===== src/rtl/dcc_pkg.sv =====
package dcc_pkg;
  // Default geometry of the dual-compare counter
  localparam int unsigned DCC_CNT_W   = 16;
  localparam int unsigned DCC_NUM_CMP = 2;
  // Control word layout
  localparam int unsigned DCC_CLR_EN_BIT = 0;

  // Per-comparator reset-state record
  typedef struct packed {
    logic match;
    logic irq;
  } dcc_evt_t;
endpackage


===== src/rtl/dcc_rst_sync.sv =====
module dcc_rst_sync #(
  parameter int unsigned STAGES = 2
) (
  input  logic clk,
  input  logic rst_n,
  output logic rst_sync_n
);
  logic [STAGES-1:0] sync_q;
  logic [STAGES-1:0] sync_d;

  always_comb begin
    sync_d = {sync_q[STAGES-2:0], 1'b1};
  end

  always_ff @(posedge clk or negedge rst_n) begin
    if (!rst_n) sync_q <= '0;
    else        sync_q <= sync_d;
  end

  assign rst_sync_n = sync_q[STAGES-1];
endmodule


===== src/rtl/dcc_regs.sv =====
module dcc_regs
  import dcc_pkg::*;
#(
  parameter int unsigned        CNT_W   = DCC_CNT_W,
  parameter int unsigned        NUM_CMP = DCC_NUM_CMP,
  parameter int unsigned        ADDR_W  = $clog2(NUM_CMP + 1),
  parameter logic [CNT_W-1:0]   CMP_RST = '1
) (
  input  logic                            clk,
  input  logic                            rst_n,
  input  logic                            wr_en,
  input  logic [ADDR_W-1:0]               wr_addr,
  input  logic [CNT_W-1:0]                wr_data,
  output logic [NUM_CMP-1:0][CNT_W-1:0]   cmp_o,
  output logic                            clr_en_o
);
  localparam logic [ADDR_W-1:0] CTRL_ADDR = ADDR_W'(NUM_CMP);

  logic [NUM_CMP-1:0][CNT_W-1:0] cmp_q;
  logic [NUM_CMP-1:0][CNT_W-1:0] cmp_d;
  logic                          clr_en_q;
  logic                          clr_en_d;

  for (genvar gi = 0; gi < NUM_CMP; gi++) begin : g_cmp
    localparam logic [ADDR_W-1:0] MY_ADDR = ADDR_W'(gi);
    logic sel;

    always_comb begin
      sel       = wr_en && (wr_addr == MY_ADDR);
      cmp_d[gi] = sel ? wr_data : cmp_q[gi];
    end

    always_ff @(posedge clk or negedge rst_n) begin
      if (!rst_n) cmp_q[gi] <= CMP_RST;
      else        cmp_q[gi] <= cmp_d[gi];
    end
  end

  always_comb begin
    clr_en_d = clr_en_q;
    if (wr_en && (wr_addr == CTRL_ADDR)) clr_en_d = wr_data[DCC_CLR_EN_BIT];
  end

  always_ff @(posedge clk or negedge rst_n) begin
    if (!rst_n) clr_en_q <= 1'b1;
    else        clr_en_q <= clr_en_d;
  end

  assign cmp_o    = cmp_q;
  assign clr_en_o = clr_en_q;
endmodule


===== src/rtl/dcc_counter.sv =====
module dcc_counter
  import dcc_pkg::*;
#(
  parameter int unsigned CNT_W = DCC_CNT_W
) (
  input  logic             clk,
  input  logic             rst_n,
  input  logic             run_en,
  input  logic             cnt_tick,
  input  logic             clr_req,
  output logic [CNT_W-1:0] cnt_o,
  output logic [CNT_W-1:0] cnt_nxt_o,
  output logic             adv_o
);
  logic [CNT_W-1:0] cnt_q;
  logic [CNT_W-1:0] cnt_d;
  logic             adv;

  always_comb begin
    adv   = run_en && cnt_tick;
    cnt_d = cnt_q;
    if (!run_en)      cnt_d = '0;
    else if (adv)     cnt_d = clr_req ? '0 : cnt_q + CNT_W'(1);
  end

  always_ff @(posedge clk or negedge rst_n) begin
    if (!rst_n) cnt_q <= '0;
    else        cnt_q <= cnt_d;
  end

  assign cnt_o     = cnt_q;
  assign cnt_nxt_o = cnt_d;
  assign adv_o     = adv;
endmodule


===== src/rtl/dcc_match.sv =====
module dcc_match
  import dcc_pkg::*;
#(
  parameter int unsigned CNT_W = DCC_CNT_W
) (
  input  logic             clk,
  input  logic             rst_n,
  input  logic             adv,
  input  logic [CNT_W-1:0] cnt_nxt,
  input  logic [CNT_W-1:0] cmp_val,
  output logic             match_o,
  output logic             irq_o
);
  dcc_evt_t evt_q;
  dcc_evt_t evt_d;

  // An event exists only when the counter steps onto the compare value
  always_comb begin
    evt_d.match = adv && (cnt_nxt == cmp_val);
    evt_d.irq   = evt_q.match;
  end

  always_ff @(posedge clk or negedge rst_n) begin
    if (!rst_n) evt_q <= '0;
    else        evt_q <= evt_d;
  end

  assign match_o = evt_q.match;
  assign irq_o   = evt_q.irq;
endmodule


===== src/rtl/dual_cmp_timer.sv =====
module dual_cmp_timer
  import dcc_pkg::*;
#(
  parameter int unsigned CNT_W   = DCC_CNT_W,
  parameter int unsigned NUM_CMP = DCC_NUM_CMP,
  parameter int unsigned ADDR_W  = $clog2(NUM_CMP + 1)
) (
  input  logic               clk,
  input  logic               rst_n,
  input  logic               run_en,
  input  logic               cnt_tick,
  input  logic               wr_en,
  input  logic [ADDR_W-1:0]  wr_addr,
  input  logic [CNT_W-1:0]   wr_data,
  output logic [CNT_W-1:0]   count_o,
  output logic [NUM_CMP-1:0] match_o,
  output logic [NUM_CMP-1:0] irq_o
);
  // The last comparator is the one allowed to clear the counter
  localparam int unsigned CLR_IDX = NUM_CMP - 1;

  logic                          rst_sync_n;
  logic [NUM_CMP-1:0][CNT_W-1:0] cmp_q;
  logic                          clr_en_q;
  logic [CNT_W-1:0]              cnt;
  logic [CNT_W-1:0]              cnt_nxt;
  logic                          adv;
  logic                          clr_req;

  dcc_rst_sync #(.STAGES(2)) u_rst (
    .clk        (clk),
    .rst_n      (rst_n),
    .rst_sync_n (rst_sync_n)
  );

  dcc_regs #(
    .CNT_W   (CNT_W),
    .NUM_CMP (NUM_CMP),
    .ADDR_W  (ADDR_W)
  ) u_regs (
    .clk      (clk),
    .rst_n    (rst_sync_n),
    .wr_en    (wr_en),
    .wr_addr  (wr_addr),
    .wr_data  (wr_data),
    .cmp_o    (cmp_q),
    .clr_en_o (clr_en_q)
  );

  always_comb begin
    clr_req = clr_en_q && (cnt == cmp_q[CLR_IDX]);
  end

  dcc_counter #(.CNT_W(CNT_W)) u_cnt (
    .clk       (clk),
    .rst_n     (rst_sync_n),
    .run_en    (run_en),
    .cnt_tick  (cnt_tick),
    .clr_req   (clr_req),
    .cnt_o     (cnt),
    .cnt_nxt_o (cnt_nxt),
    .adv_o     (adv)
  );

  for (genvar gi = 0; gi < NUM_CMP; gi++) begin : g_match
    dcc_match #(.CNT_W(CNT_W)) u_match (
      .clk     (clk),
      .rst_n   (rst_sync_n),
      .adv     (adv),
      .cnt_nxt (cnt_nxt),
      .cmp_val (cmp_q[gi]),
      .match_o (match_o[gi]),
      .irq_o   (irq_o[gi])
    );
  end

  assign count_o = cnt;
endmodule


===== config.mk =====
export PLATFORM = sky130hd
export DESIGN_NAME = dual_cmp_timer
export DESIGN_NICKNAME = d
export VERILOG_FILES = /design/src/rtl/dcc_pkg.sv /design/src/rtl/dcc_rst_sync.sv /design/src/rtl/dcc_regs.sv /design/src/rtl/dcc_counter.sv /design/src/rtl/dcc_match.sv /design/src/rtl/dual_cmp_timer.sv
export SDC_FILE = /design/constraint.sdc
export NUM_CORES = 1
export LEC_CHECK = 0
export BUFFER_PORTS_ARGS = -buffer_cell sky130_fd_sc_hd__clkbuf_2
export CORE_UTILIZATION = 50
export CTS_BUF_LIST = sky130_fd_sc_hd__clkbuf_8
export DETAILED_ROUTE_END_ITERATION = 16
export HOLD_SLACK_MARGIN = 0.06
export PLACE_DENSITY = 0.69
export SYNTH_ARGS = -nofsm -noshare
export SYNTH_HDL_FRONTEND = slang
export SYNTH_SLANG_ARGS = --single-unit

===== constraint.sdc =====
create_clock -name clk -period 2.1 [get_ports clk]
set_input_delay 0.42 -clock clk [delete_from_list [all_inputs] [get_ports clk]]
set_output_delay 0.42 -clock clk [all_outputs]
set_load 0.05 [all_outputs]

==> results of run 1 <==
==> power groups by stage <==
stage / clock, uW / combinational (uW) / sequential (uW)
3_5_place_dp: 0 / 699 / 1420
5_1_grt: 653 / 834 / 1440
6_report: 597 / 784 / 1420
2_1_floorplan: 0 / 353 / 1440
4_1_cts: 605 / 736 / 1410
3_3_place_gp: 0 / 684 / 1420
==> cells in the final DEF, fill, tap and decap left out, types with 6 or more instances in the layout <==
master | netlist | routed
sky130_fd_sc_hd__nand2_1 | 14 | 14
sky130_fd_sc_hd__dfstp_2 | 33 | 33
sky130_fd_sc_hd__dfrtp_1 | 22 | 9
sky130_fd_sc_hd__xnor2_2 | 1 | 7
sky130_fd_sc_hd__mux2_2 | 32 | 32
sky130_fd_sc_hd__inv_1 | 10 | 11
sky130_fd_sc_hd__xor2_1 | 20 | 17
sky130_fd_sc_hd__nor2_1 | 31 | 28
sky130_fd_sc_hd__xnor2_1 | 18 | 11
sky130_fd_sc_hd__buf_6 | 1 | 6
sky130_fd_sc_hd__nand3_1 | 9 | 7
sky130_fd_sc_hd__clkbuf_2 | 1 | 42
sky130_fd_sc_hd__buf_4 | 5 | 88
sky130_fd_sc_hd__nand4_1 | 6 | 6
sky130_fd_sc_hd__dfrtp_2 | 0 | 13
==> cell families (layout without fill, tap and decap cells) <==
| kind of cell | after synthesis | in the layout |
|---|---|---|
| xor+xnor | 39 | 39 |
| flops | 55 | 55 |
| other cells | 1 | 1 |
| simple gates | 106 | 106 |
| fa+ha+maj | 1 | 1 |
| mux | 34 | 34 |
| compound gates | 46 | 46 |
| buf+inv | 27 | 157 |
==> layer usage <==
layer  routed length, um  vias to the layer above  GRT usage (%)
met5                   0                        -              0
met2                4720                      122           48.3
met1                4450                     1480           44.5
met3                 673                       14           4.84
met4                 170                        0           8.42
li1                    -                     1371              -
==> flip-flops by register name, indices dropped and copies added (netlist names) <==
name	cells
u_regs.clr_en_o	1
u_rst.sync_q	2
u_cnt.cnt_o	16
g_match.u_match.irq_o	2
g_match.u_match.match_o	2
u_regs.cmp_o	32
==> synthesized netlist by cell type (2+ instances only) <==
master	count
sky130_fd_sc_hd__o22ai_1	4
sky130_fd_sc_hd__a21oi_1	6
sky130_fd_sc_hd__buf_4	5
sky130_fd_sc_hd__a221oi_1	3
sky130_fd_sc_hd__nand2_1	14
sky130_fd_sc_hd__nor2_1	31
sky130_fd_sc_hd__o32ai_1	3
sky130_fd_sc_hd__nand3b_1	2
sky130_fd_sc_hd__nor3b_1	2
sky130_fd_sc_hd__nand2b_1	3
sky130_fd_sc_hd__o21ai_0	9
sky130_fd_sc_hd__buf_2	2
sky130_fd_sc_hd__inv_1	10
sky130_fd_sc_hd__mux2_2	32
sky130_fd_sc_hd__dfstp_2	33
sky130_fd_sc_hd__clkbuf_1	8
sky130_fd_sc_hd__or4_1	3
sky130_fd_sc_hd__nor4_1	8
sky130_fd_sc_hd__and4_1	3
sky130_fd_sc_hd__dfrtp_1	22
sky130_fd_sc_hd__nor2b_1	6
sky130_fd_sc_hd__xnor2_1	18
sky130_fd_sc_hd__nor4b_1	3
sky130_fd_sc_hd__mux2i_1	2
sky130_fd_sc_hd__nand4_1	6
sky130_fd_sc_hd__nor3_1	6
sky130_fd_sc_hd__a31oi_1	4
sky130_fd_sc_hd__o311ai_0	2
sky130_fd_sc_hd__nor4_2	2
sky130_fd_sc_hd__xor2_1	20
sky130_fd_sc_hd__nand3_1	9
==> stage by stage <==
step / cells / instance area [um2] / setup TNS, ns / setup WS, ns / power [uW]
2_1_floorplan: 309 / 3250 / -1.73 / -0.415 / 1790
3_3_place_gp: 495 / 4120 / -1.02 / -0.451 / 2100
3_5_place_dp: 495 / 4120 / -0.897 / -0.419 / 2120
4_1_cts: 510 / 4440 / -0.540 / -0.285 / 2750
5_1_grt: 514 / 4620 / -0.802 / -0.409 / 2920
6_report: 514 / 4620 / -0.594 / -0.316 / 2800
==> worst paths after layout <==
path,to,cells after the start
worst min-delay path,u_cnt.cnt_o[14],0
min in group clk,u_regs.cmp_o[13],3
worst max register to register,g_match[1].u_match.match_o,9
worst min register to register,u_cnt.cnt_o[14],0
max in group asynchronous,u_regs.cmp_o[22],1
worst max-delay path,g_match[1].u_match.match_o,9
==> cell type report <==
type / count / area (um2) / area share, %
multi-input cells: 227 / 1980 / 42.8
clock buffers: 5 / 68.8 / 1.49
well taps: 75 / 93.8 / 2.03
repair buffers: 139 / 988 / 21.4
clock inverters: 3 / 20.0 / 0.433
flip-flops and latches: 55 / 1430 / 31.0
inverters: 10 / 37.5 / 0.812
==> worst max-delay path, cell delays in order, from the launching register on <==
cell                       delay, ns
sky130_fd_sc_hd__dfstp_2        0.57
sky130_fd_sc_hd__xor2_1         0.10
sky130_fd_sc_hd__nor4_1         0.32
sky130_fd_sc_hd__and4_4         0.28
sky130_fd_sc_hd__a31o_1         0.22
sky130_fd_sc_hd__buf_6          0.15
sky130_fd_sc_hd__or3_4          0.13
sky130_fd_sc_hd__o311ai_4       0.11
sky130_fd_sc_hd__nor4_1         0.27
sky130_fd_sc_hd__and4_1         0.22
==> timing repair <==
action / CTS / global route
setup endpoints to repair: 5 / 5
gates resized for setup: 33 / 31
buffers inserted: 6 / 4
pin swaps: 11 / 2
hold buffers: 1 / 0
hold endpoints to repair: 2 / 0
==> summary by stage, run 1 <==
Clock network
After clock tree synthesis, the clock-pin slew on the worst setup and hold paths is roughly 0.11 ns. The H-tree was split into 2 levels. The number of clock sinks is 55. The clock tree from TritonCTS is done.

For the worst-skew pair, the clock arrives at the later sink with an insertion delay of roughly 0.31 ns. Counting along the longest clock path gives a buffer depth of 2. The clock root buffer is sky130_fd_sc_hd__clkbuf_8. In this run, CTS created clock tree buffers numbering 5.

Worst setup path
In this run the worst setup path begins at u_regs.cmp_o[18]. STA puts the critical path data required time at 2.35 ns. Along the worst path, the maximum fanout reaches 6. For flop-to-flop paths, the worst setup slack is -0.32 ns. The beginning of the worst register-to-register path is u_regs.cmp_o[18]. The kind of capture point of the worst setup path is a flop. STA classifies the critical path startpoint as a flop. The critical path in this run is classified as flop to flop.

The data arrival time of the critical path is between 2 and 3 ns.

Power and ir drop
Per report_power, the combinational group accounts for between 20% and 30% of the total. Dividing total power by cell area gives a power density of approximately 600 nW/um2. The power share of the clock group is between 20% and 30%.

Of the total power, the share spent switching nets is between 30% and 40%. The power dissipated by switching net loads is about 860 uW. The highest ir drop seen on vdd is about 560 uV. The internal power is 1930 uW. The analysis attributes to cell leakage a power of 0.00202 uW.

The share of total power in sequential cells is between 50% and 60%.

Drt
The total iterations of the first detailed-routing run is 5. For this run, design rule violations remaining after detail routing come to 0. The via-per-instance ratio is 5.81. The wire length reported by the detailed router is roughly 10000 um. The iteration-0 DRC count of the detailed router is roughly 210.

The number of nets still failing antenna checks after routing is 0. Dividing the detail-routed wire length by the instance count gives about 20 um. Detailed routing inserted a total of about 3k vias.

Layout
The layout filler cell count is ~420. The diode insertion count for antenna repair is 0. The net count reported at finish is ~460. Of the cells placed in the final design, the portion with a size suffix greater than 1 is about three fifths. The utilization after layout is between 70% and 80%.

The layout overhead on the synthesized area is 43.4%.

Yosys
Summing the areas of all and, or, nand and nor instances in the mapped netlist gives 18.6% of the synthesized area. The average size of a mapped cell is ~10 um2. The number of synthesized flops with an enable pin is 0.

By area the synthesized netlist is led by sky130_fd_sc_hd__dfstp_2 27%, sky130_fd_sc_hd__dfrtp_1 17%, sky130_fd_sc_hd__mux2_2 11%. The portion of the post-synthesis area used by sequential elements is 44.0%. In this run, synthesis produced a sequential element count of 55. The combinational family with the most area after synthesis is simple AND/OR/NAND/NOR gates. The post-synth design cell area is 3220 um2.

The largest area contributor in the netlist is sky130_fd_sc_hd__dfstp_2. Synthesis handed over a netlist of a little over 300 instances. Measured against the total synthesized area, the mux share comes to a little under an eighth. The Yosys step of the flow raised 0 warnings. The most used flip-flop cell after synthesis is sky130_fd_sc_hd__dfstp_2. The proportion of register bits with asynchronous set or reset after synthesis is 100%. The synthesized design devotes to its leading area cell type between 20% and 30% of total area. The post-synthesis share of cell area spent on full adders, half adders and majority gates is 0.388%.

Synthesis instantiated 59 different standard cells from the library. Counting every net in the synthesized netlist gives about 330. Summing the areas of all xor and xnor instances in the mapped netlist gives 10.8% of the synthesized area. Summing the areas of all compound-gate instances in the mapped netlist gives roughly a tenth of the synthesized area.

Global routing
The global-route usage over all layers is 31.0%. The pin count of the biggest net entering global routing is 30. The initial antenna violation count is 0. The wire length of the first global-routing pass is 15000 um. The global-route congestion overflow total is 0. The via count of the first global-routing pass is between 2k and 3k.

STA
The timing-limited maximum frequency is approximately 410 MHz. Counting I/O delays and the setup requirement, the final critical path takes 2.42 ns. The actual slew at the worst max-slew pin is roughly 0.58 ns. The number of failing hold endpoints at the final stage was 0. The relative slew slack is approximately 61%.

The setup skew after layout is between 0.009 and 0.01 ns. Setup violations remaining at the end of the flow were counted as 2. The share of the clock period used by the worst path is 115%.

Setup slack on the critical path of the routed design comes to -0.316 ns. Setup repair after global routing could not meet its margin everywhere. The worst hold slack is 0.276 ns. The number of pins with negative max-slew slack in the final report is 0.

Status
The flow ran to the end, but the final reports show violations. The checks that failed: negative setup slack.

Floorplan
The chip height is roughly 82 um. 43 I/O pins were placed. Once the floorplan was initialized, standard cells occupied roughly 53% of the core. The die footprint is a little under 7000 um2. Row generation in the floorplan step produced 28 rows.

The width of the die is between 80 and 90 um. The core box area is between 6000 and 7000 um2.

Placed design
Routability-driven placement finished with a final weighted congestion of about 0.92. The number of buffers inserted by port buffering is 42. After legalization and detailed placement, the total HPWL measured ~7700 um.

Job
The tool flagged a number of max-cap violations equal to 0.

Min path
The path class of the lowest-slack min-delay path is flop to asynchronous set/reset pin.
Power figures use the tool's default switching activity.
==> inputs of run 2 (changes only) <==
Settings changed: ABC_AREA set to 1, PLACE_DENSITY 0.69 to 0.68.
==> run 2 against run 1 <==
Net effect: the flow finishes with violations (design-rule violations, negative setup slack); register-to-register slack better by 0.29 ns; clock skew is 0.0059 ns lower; worst hold slack worse by 0.036 ns; sequential power is 5% lower; clock-buffer cell count stayed put; total power is 11% lower; first-iteration DRC count is 76% higher; clock power is 3% higher; fmax is 13% higher; final area is 13% lower; critical endpoint is now g_match[0].u_match.match_o; largest cell class unchanged; largest power group unchanged.
==> summary by stage, run 2 <==
STA
The worst path setup slack after routing is -0.0292 ns (was -0.316 ns). The timing-limited maximum frequency was 470 MHz (was 414 MHz). The share of the clock period used by the worst path is 101% (was 115%). The worst hold slack came to 0.240 ns (was 0.276 ns). The setup skew after layout is 0.00405 ns (was 0.00994 ns). Unrepaired setup endpoints after global routing: yes (unchanged). The number of pins with negative max-slew slack in the final report is 0 (unchanged).

The post-layout minimum cycle time is 2.13 ns (was 2.42 ns). The count of endpoints failing setup in the final report came to 1 (was 2). The number of failing hold endpoints at the final stage is 0 (unchanged).

Yosys
The count of state elements after synthesis is 55 (unchanged). The cell count after synthesis is 487 (was 309). The number of synthesized flops with an enable pin was 0 (unchanged). The post-synth design cell area is 3360 um2 (was 3220 um2). The proportion of register bits with asynchronous set or reset after synthesis is 100% (unchanged). The area fraction of the dominant cell type after synthesis is 25.8% (was 26.9%).

The number of warnings issued by yosys is 0 (unchanged). The number of distinct library cells after synthesis is 34 (was 59). The most common cell in the netlist is sky130_fd_sc_hd__nand2_1 (was sky130_fd_sc_hd__dfstp_2). The average size of a mapped cell came to 6.90 um2 (was 10.4 um2).

The net count after synthesis came to 511 (was 333). Biggest area contributors in the synthesized netlist: sky130_fd_sc_hd__dfstp_2 26%, sky130_fd_sc_hd__nand2_1 17%, sky130_fd_sc_hd__dfrtp_1 16% (was sky130_fd_sc_hd__dfstp_2 27%, sky130_fd_sc_hd__dfrtp_1 17%, sky130_fd_sc_hd__mux2_2 11%). The portion of the post-synthesis area used by sequential elements is 42.2% (was 44.0%). Most frequent cells after synthesis: 154 x sky130_fd_sc_hd__nand2_1, 74 x sky130_fd_sc_hd__inv_1, 43 x sky130_fd_sc_hd__nor2_1 (was 33 x sky130_fd_sc_hd__dfstp_2, 32 x sky130_fd_sc_hd__mux2_2, 31 x sky130_fd_sc_hd__nor2_1).

The largest area contributor in the netlist was sky130_fd_sc_hd__dfstp_2 (unchanged). The commonest register cell after synthesis was sky130_fd_sc_hd__dfstp_2 (unchanged).

Worst setup path
The endpoint required time on the critical path is 2.35 ns (about the same). The largest stage delay on the critical path is 0.58 ns (was 0.57 ns). The largest fanout on the critical path is 8 (was 6). The data arrival time of the critical path was 2.38 ns (was 2.67 ns). The kind of capture point of the worst setup path is a flop (unchanged).

The cell family contributing the most delay on the critical path is simple AND/OR/NAND/NOR gates (unchanged). The beginning of the worst register-to-register path is u_regs.cmp_o[24] (was u_regs.cmp_o[18]). The launching element of the worst setup path is u_regs.cmp_o[24] (was u_regs.cmp_o[18]). Sequence of cells on the critical path: xnor2_1 -> nand2_1 -> nor2_1 -> nand4_4 -> buf_12 -> nand3b_1 -> nand2_1 -> nor2_1 -> nand2_1 -> nor2_1 -> nand2_1 -> nor2_1 (was xor2_1 -> nor4_1 -> and4_4 -> a31o_1 -> buf_6 -> or3_4 -> o311ai_4 -> nor4_1 -> and4_1). The register-to-register setup slack is -0.03 ns (was -0.32 ns). The type of the worst setup path was flop to flop (unchanged). The slowest cell on the critical path was sky130_fd_sc_hd__dfstp_2 (unchanged). The nature of the critical path startpoint is a flop (unchanged). The endpoint of the most critical register-to-register path is g_match[0].u_match.match_o (was g_match[1].u_match.match_o). The count of buffering cells on the critical path with inverters included is 1 (unchanged).

The worst reg-to-reg path cell count was 12 (was 9).

Layout
The commonest non-fill, non-tap cell in the layout is sky130_fd_sc_hd__nand2_1 (was sky130_fd_sc_hd__buf_4). The layout filler cell count is 603 (was 417). Most used cells in the layout excluding fill and tap cells: 148 x sky130_fd_sc_hd__nand2_1, 70 x sky130_fd_sc_hd__inv_1, 42 x sky130_fd_sc_hd__clkbuf_2, 39 x sky130_fd_sc_hd__nor2_1, 37 x sky130_fd_sc_hd__o21ai_0 (was 88 x sky130_fd_sc_hd__buf_4, 42 x sky130_fd_sc_hd__clkbuf_2, 33 x sky130_fd_sc_hd__dfstp_2, 32 x sky130_fd_sc_hd__mux2_2, 28 x sky130_fd_sc_hd__nor2_1).

The flip-flop count of the largest register, all copies and words added is 32 (unchanged). The net count reported at finish was 571 (was 462). The ratio of cells with drive above 1 in the final layout is 29.7% (was 61.3%).

The layout overhead on the synthesized area is 19.9% (was 43.4%). The diode insertion count for antenna repair came to 0 (unchanged). The total non-filler cell area in the finished layout is 4030 um2 (was 4620 um2).

Placed design
The worst setup slack after placement is 0.0225 ns (was -0.419 ns). The placed standard-cell area is 3730 um2 (was 4120 um2). The global placer's final weighted congestion is 0.940 (was 0.921). The number of buffers inserted by port buffering is 42 (unchanged). The sum of net half-perimeters after detailed placement is 6880 um (was 7710 um).

Job
The max-cap violation count is 0 (unchanged).

Power and ir drop
The internal power is 1690 uW (was 1930 uW). The total power divided by cell area is 618 nW/um2 (was 605 nW/um2). The static leakage power was 0.00210 uW (was 0.00202 uW). The power share of the clock group is 24.8% (was 21.4%). The highest ir drop seen on vdd was 369 uV (was 559 uV).

The overall power of the completed layout was 2490 uW (was 2800 uW). The share of total power in sequential cells came to 54.3% (was 50.6%). The power dissipated by switching net loads was 798 uW (was 865 uW).

The switching power as a share of total power is 32.1% (was 30.9%). The combinational share of power is 20.9% (was 28.0%).

Floorplan
The starting density of the core came to 52.3% (was 53.2%). The width of the die is 84.0 um (was 82.3 um). The chip height is 84.0 um (was 82.3 um). The core box area is 6420 um2 (was 6060 um2). The die footprint came to 7050 um2 (was 6770 um2). The number of top-level design ports was 43 (unchanged). The standard-cell row count was 29 (was 28).

Clock network
The number of buffers created by CTS is 5 (unchanged). The clock-pin slew reported for the worst setup and hold paths after clock tree synthesis came to 0.11 ns (about the same). The number of H-tree levels was 2 (unchanged).

The clock tree from TritonCTS is done (unchanged). The clock latency reported for the late side of the worst-skew pair is 0.32 ns (was 0.31 ns). The buffer depth of the longest clock path is 2 (unchanged). The number of clock sinks is 55 (unchanged). The clock root buffer is sky130_fd_sc_hd__clkbuf_8 (unchanged).

Drt
The DRC violation count after routing was 8 (was 0). The wire length reported by the detailed router is 9170 um (was 10000 um). The routed length per instance is 14.7 um (was 19.5 um).

The iteration-0 DRC count of the detailed router came to 362 (was 206). The number of vias after detailed routing is 3318 (was 2987). The number of nets still failing antenna checks after routing is 0 (unchanged).

The via-per-instance ratio is 5.31 (was 5.81). The total iterations of the first detailed-routing run came to 11 (was 5).

Global routing
The initial antenna violation count was 0 (unchanged). The global-route congestion overflow total is 0 (unchanged). The pin count of the biggest net entering global routing is 33 (was 30). The global-route usage over all layers was 26.8% (was 31.0%).

The wire length of the first global-routing pass is 14600 um (was 15000 um). The via count of the first global-routing pass is 2935 (was 2860).

Status
Run status: finished, violations left (unchanged). Violated checks: design-rule violations, negative setup slack (was negative setup slack).

Min path
The path class of the lowest-slack min-delay path is flop to asynchronous set/reset pin (unchanged).
-- run 2: through the flow --
step	cells	TNS (ns)	util, %
after floorplan	487	0	-
after global placement	609	0	58.1
after detailed placement	609	0	58.1
after CTS	619	0	59.8
after global routing	625	-0.301	62.8
final	625	-0.0292	62.8
-- run 2: power groups by stage --
stage	combinational (uW)	clock [uW]	sequential (uW)
after detailed placement	475	0	1370
after global placement	465	0	1360
after CTS	478	636	1350
after floorplan	314	0	1350
final	521	616	1350
after global routing	589	684	1370
-- run 2: repair_timing --
item                                    in CTS  in global routing
buffers inserted                             1                  4
endpoints found under the setup margin       2                  2
pin swaps                                    0                 15
hold buffers                                 1                  0
gates cloned                                 0                  2
endpoints found under the hold margin        2                  0
resized for setup                            0                 31
-- run 2: layout make-up --
cell class,count,area (um2),area share (%)
Multi-Input combinational cell,328,1630,40.3
Timing Repair Buffer,69,463,11.5
Inverter,88,330,8.20
Clock buffer,5,68.8,1.71
Sequential cell,55,1420,35.3
Tap cell,77,96.3,2.39
Clock inverter,3,22.5,0.559
-- run 2: worst max path at each step --
stage          cells after the start                         end  slack, ns
2_1_floorplan                     11  g_match[0].u_match.match_o       0.07
3_3_place_gp                      12  g_match[1].u_match.match_o       0.03
3_5_place_dp                      12  g_match[0].u_match.match_o       0.02
4_1_cts                           15  g_match[1].u_match.match_o      0.007
5_1_grt                           12  g_match[0].u_match.match_o      -0.19
6_report                          12  g_match[0].u_match.match_o      -0.03
-- run 2: cells by family (layout without fill, tap and decap cells) --
family / after synthesis / after routing / share of synthesized area, %
AO/OA/AOI/OAI: 46 / 46 / 7.07
XOR/XNOR: 9 / 9 / 2.35
adder cells (fa/ha/maj): 1 / 1 / 0.372
buffers and inverters: 104 / 165 / 12.6
flip-flops: 55 / 55 / 42.2
other: 1 / 1 / 0.112
AND/OR/NAND/NOR: 271 / 271 / 35.3
-- run 2: routing by layer --
metal	GRT usage (%)	wire length, um
met5	0	0
met2	40.6	4090
met3	3.46	671
met1	40.4	4210
met4	7.21	191
==> inputs of run 3 (changes only) <==
Settings changed: CORE_ASPECT_RATIO set to 1.1.
==> run 3 against run 2 <==
Net effect: the run ends with negative setup slack left; largest cell class unchanged; sequential cell count unchanged; largest power group unchanged; non-clock buffer count increased by 9; wire length is 2.7% higher; clock power is 1% lower; cell count increased by 1.9%; register-to-register slack barely moved; critical endpoint is now g_match[1].u_match.match_o; sequential share of layout area is 0.91 points lower.
==> summary by stage, run 3 (synthesized netlist as in run 2, its figures left out) <==
Placed design
The sum of net half-perimeters after detailed placement was 7020 um (was 6880 um). The worst setup slack after placement was -0.00653 ns (was 0.0225 ns). The number of buffers inserted by port buffering was 42 (unchanged). The global placer's final weighted congestion is 0.968 (was 0.940). The count of placed standard cells including taps is 619 (was 609). The placed standard-cell area is 3790 um2 (was 3730 um2).

STA
The count of endpoints failing setup in the final report was 2 (was 1). The setup skew after layout is 0.00680 ns (was 0.00405 ns). The post-layout minimum cycle time is 2.13 ns (about the same).

Unrepaired setup endpoints after global routing: yes (unchanged). The actual slew at the worst max-slew pin is between 0.6 and 0.7 ns. The share of the clock period used by the worst path is 101% (about the same). The number of pins with negative max-slew slack in the final report is 0 (unchanged). The timing-limited maximum frequency came to 470 MHz (about the same). The total negative setup slack is -0.0416 ns (was -0.0292 ns). The number of failing hold endpoints at the final stage is 0 (unchanged). In this run the tightest slew margin relative to its limit is roughly 55%. The worst path setup slack after routing is -0.0258 ns (was -0.0292 ns).

Status
Run status: finished, violations left (unchanged). Violated checks: negative setup slack (was design-rule violations, negative setup slack).

Drt
The routed metal-1 wirelength is 4360 um (was 4210 um). The total iterations of the first detailed-routing run came to 5 (was 11). The DRC violation count after routing came to 0 (was 8). The total met2 wirelength after detailed routing is 4190 um (was 4090 um). The via-per-instance ratio is 5.23 (was 5.31). The iteration-0 DRC count of the detailed router came to 367 (was 362). The wire length reported by the detailed router is 9410 um (was 9170 um). The routed length per instance is 14.8 um (was 14.7 um). The number of vias after detailed routing came to 3333 (was 3318). The top routing layer in use is met4 (unchanged). The number of nets still failing antenna checks after routing came to 0 (unchanged). The routed wire length on met3 came to 647 um (was 671 um).

Floorplan
The chip height is 88.0 um (was 84.0 um). The die footprint is 7050 um2 (about the same). The number of top-level design ports is 43 (unchanged). The starting density of the core is 53.0% (was 52.3%).

The width of the die is 80.2 um (was 84.0 um). The core box area was 6340 um2 (was 6420 um2). The standard-cell row count is 30 (was 29).

Clock network
The clock latency reported for the late side of the worst-skew pair is 0.32 ns (about the same). The clock root buffer is sky130_fd_sc_hd__clkbuf_8 (unchanged). The number of H-tree levels is 2 (unchanged). The clock tree from TritonCTS is done (unchanged). The buffer depth of the longest clock path is 2 (unchanged).

The clock-pin slew reported for the worst setup and hold paths after clock tree synthesis is 0.11 ns (about the same). The number of buffers created by CTS came to 5 (unchanged). The number of clock sinks was 55 (unchanged).

Job
The max-cap violation count came to 0 (unchanged).

Power and ir drop
The total power divided by cell area is 611 nW/um2 (was 618 nW/um2). The static leakage power is 0.00217 uW (was 0.00210 uW). The highest ir drop seen on vdd is 470 uV (was 369 uV).

Layout
The diode insertion count for antenna repair was 0 (unchanged). The flip-flop count of the largest register, all copies and words added is 32 (unchanged). The ratio of cells with drive above 1 in the final layout came to 32.1% (was 29.7%).

The net count reported at finish is 580 (was 571). The filler-free cell count of the finished design is 637 (was 625). The layout overhead on the synthesized area came to 23.3% (was 19.9%). The total non-filler cell area in the finished layout was 4140 um2 (was 4030 um2). The utilization after layout was 65.3% (was 62.8%).

The commonest non-fill, non-tap cell in the layout is sky130_fd_sc_hd__nand2_1 (unchanged). Most used cells in the layout excluding fill and tap cells: 145 x sky130_fd_sc_hd__nand2_1, 73 x sky130_fd_sc_hd__inv_1, 42 x sky130_fd_sc_hd__clkbuf_2, 37 x sky130_fd_sc_hd__o21ai_0, 35 x sky130_fd_sc_hd__nor2_1 (was 148 x sky130_fd_sc_hd__nand2_1, 70 x sky130_fd_sc_hd__inv_1, 42 x sky130_fd_sc_hd__clkbuf_2, 39 x sky130_fd_sc_hd__nor2_1, 37 x sky130_fd_sc_hd__o21ai_0).

Global routing
The via count of the first global-routing pass came to 3116 (was 2935). The global-route usage over all layers came to 28.8% (was 26.8%). The wire length of the first global-routing pass is 15300 um (was 14600 um). The initial antenna violation count is 0 (unchanged).

The global-route congestion overflow total is 0 (unchanged). The pin count of the biggest net entering global routing is 54 (was 33).

Worst setup path
The endpoint required time on the critical path is 2.35 ns (about the same). The largest fanout on the critical path was 7 (was 8). The data arrival time of the critical path is 2.38 ns (about the same). The type of the worst setup path is flop to flop (unchanged). The kind of capture point of the worst setup path is a flop (unchanged). The nature of the critical path startpoint is a flop (unchanged).

Min path
The path class of the lowest-slack min-delay path is input pin to flop (was flop to asynchronous set/reset pin).
## run 3: cell types whose count changed in the layout (fill, tap and decap cells not counted), moves of 3 or more
cell                      previous run  this run
sky130_fd_sc_hd__nand2_1           148       145
sky130_fd_sc_hd__nand3_2             5         9
sky130_fd_sc_hd__inv_1              70        73
sky130_fd_sc_hd__buf_4              23        31
sky130_fd_sc_hd__nor2_1             39        35
sky130_fd_sc_hd__nor2_4              3         6
## run 3: worst max-delay path, stage by stage (launching register included)
cell	delay, ns
sky130_fd_sc_hd__dfstp_2	0.59
sky130_fd_sc_hd__xnor2_1	0.19
sky130_fd_sc_hd__nand3_1	0.19
sky130_fd_sc_hd__nor2_4	0.15
sky130_fd_sc_hd__nand4_4	0.18
sky130_fd_sc_hd__buf_12	0.21
sky130_fd_sc_hd__nand2_8	0.07
sky130_fd_sc_hd__nand2_4	0.04
sky130_fd_sc_hd__nand2_2	0.06
sky130_fd_sc_hd__nand3_2	0.07
sky130_fd_sc_hd__nor2_2	0.13
sky130_fd_sc_hd__nand3_1	0.07
sky130_fd_sc_hd__nor2_1	0.12
## run 3: metrics by stage
stage          hold WS [ns]  power [uW]
6_report              0.303        2530
5_1_grt               0.314        2680
4_1_cts               0.302        2480
3_5_place_dp          0.207        1870
3_3_place_gp          0.204        1860
2_1_floorplan         0.124        1660
## run 3: repair_timing
item,4_1_cts,5_1_grt
buffers inserted,1,6
cloned,0,2
gates resized for setup,1,42
endpoints found under the setup margin,2,2
endpoints found under the hold margin,2,0
hold buffers,1,0
pin swaps,0,24
## run 3: path summary, 6_finish.rpt
check | start | to | slack, ns | cells past startpoint
min in group asynchronous | u_rst.sync_q[1] | u_cnt.cnt_o[5] | 0.40 | 1
worst max-delay path | u_regs.cmp_o[30] | g_match[1].u_match.match_o | -0.03 | 12
worst min register to register | u_rst.sync_q[0] | u_rst.sync_q[1] | 0.37 | 0
worst max register to register | u_regs.cmp_o[30] | g_match[1].u_match.match_o | -0.03 | 12
worst min-delay path | wr_data[6] | u_regs.cmp_o[6] | 0.30 | 3
max in group asynchronous | u_rst.sync_q[1] | u_cnt.cnt_o[6] | 1.22 | 1
## run 3: routing by layer
metal,GRT usage [%],up-vias
li1,-,1640
met1,41.6,1513
met2,45.1,158
met3,4.17,22
met4,8.28,0
met5,0,-
## run 3: area by class of cell
cell class | instances | area, um2
Clock buffer | 5 | 68.8
Clock inverter | 3 | 18.8
Fill cell | 597 | 2200
Inverter | 88 | 330
Multi-Input combinational cell | 328 | 1670
Sequential cell | 55 | 1430
Tap cell | 80 | 100
Timing Repair Buffer | 78 | 534
## run 3: where the power goes
part	total [uW]	internal, uW	switching, uW
combinational	583	233	350
sequential	1340	1240	97.7
clock	609	237	371
total	2530	1710	820
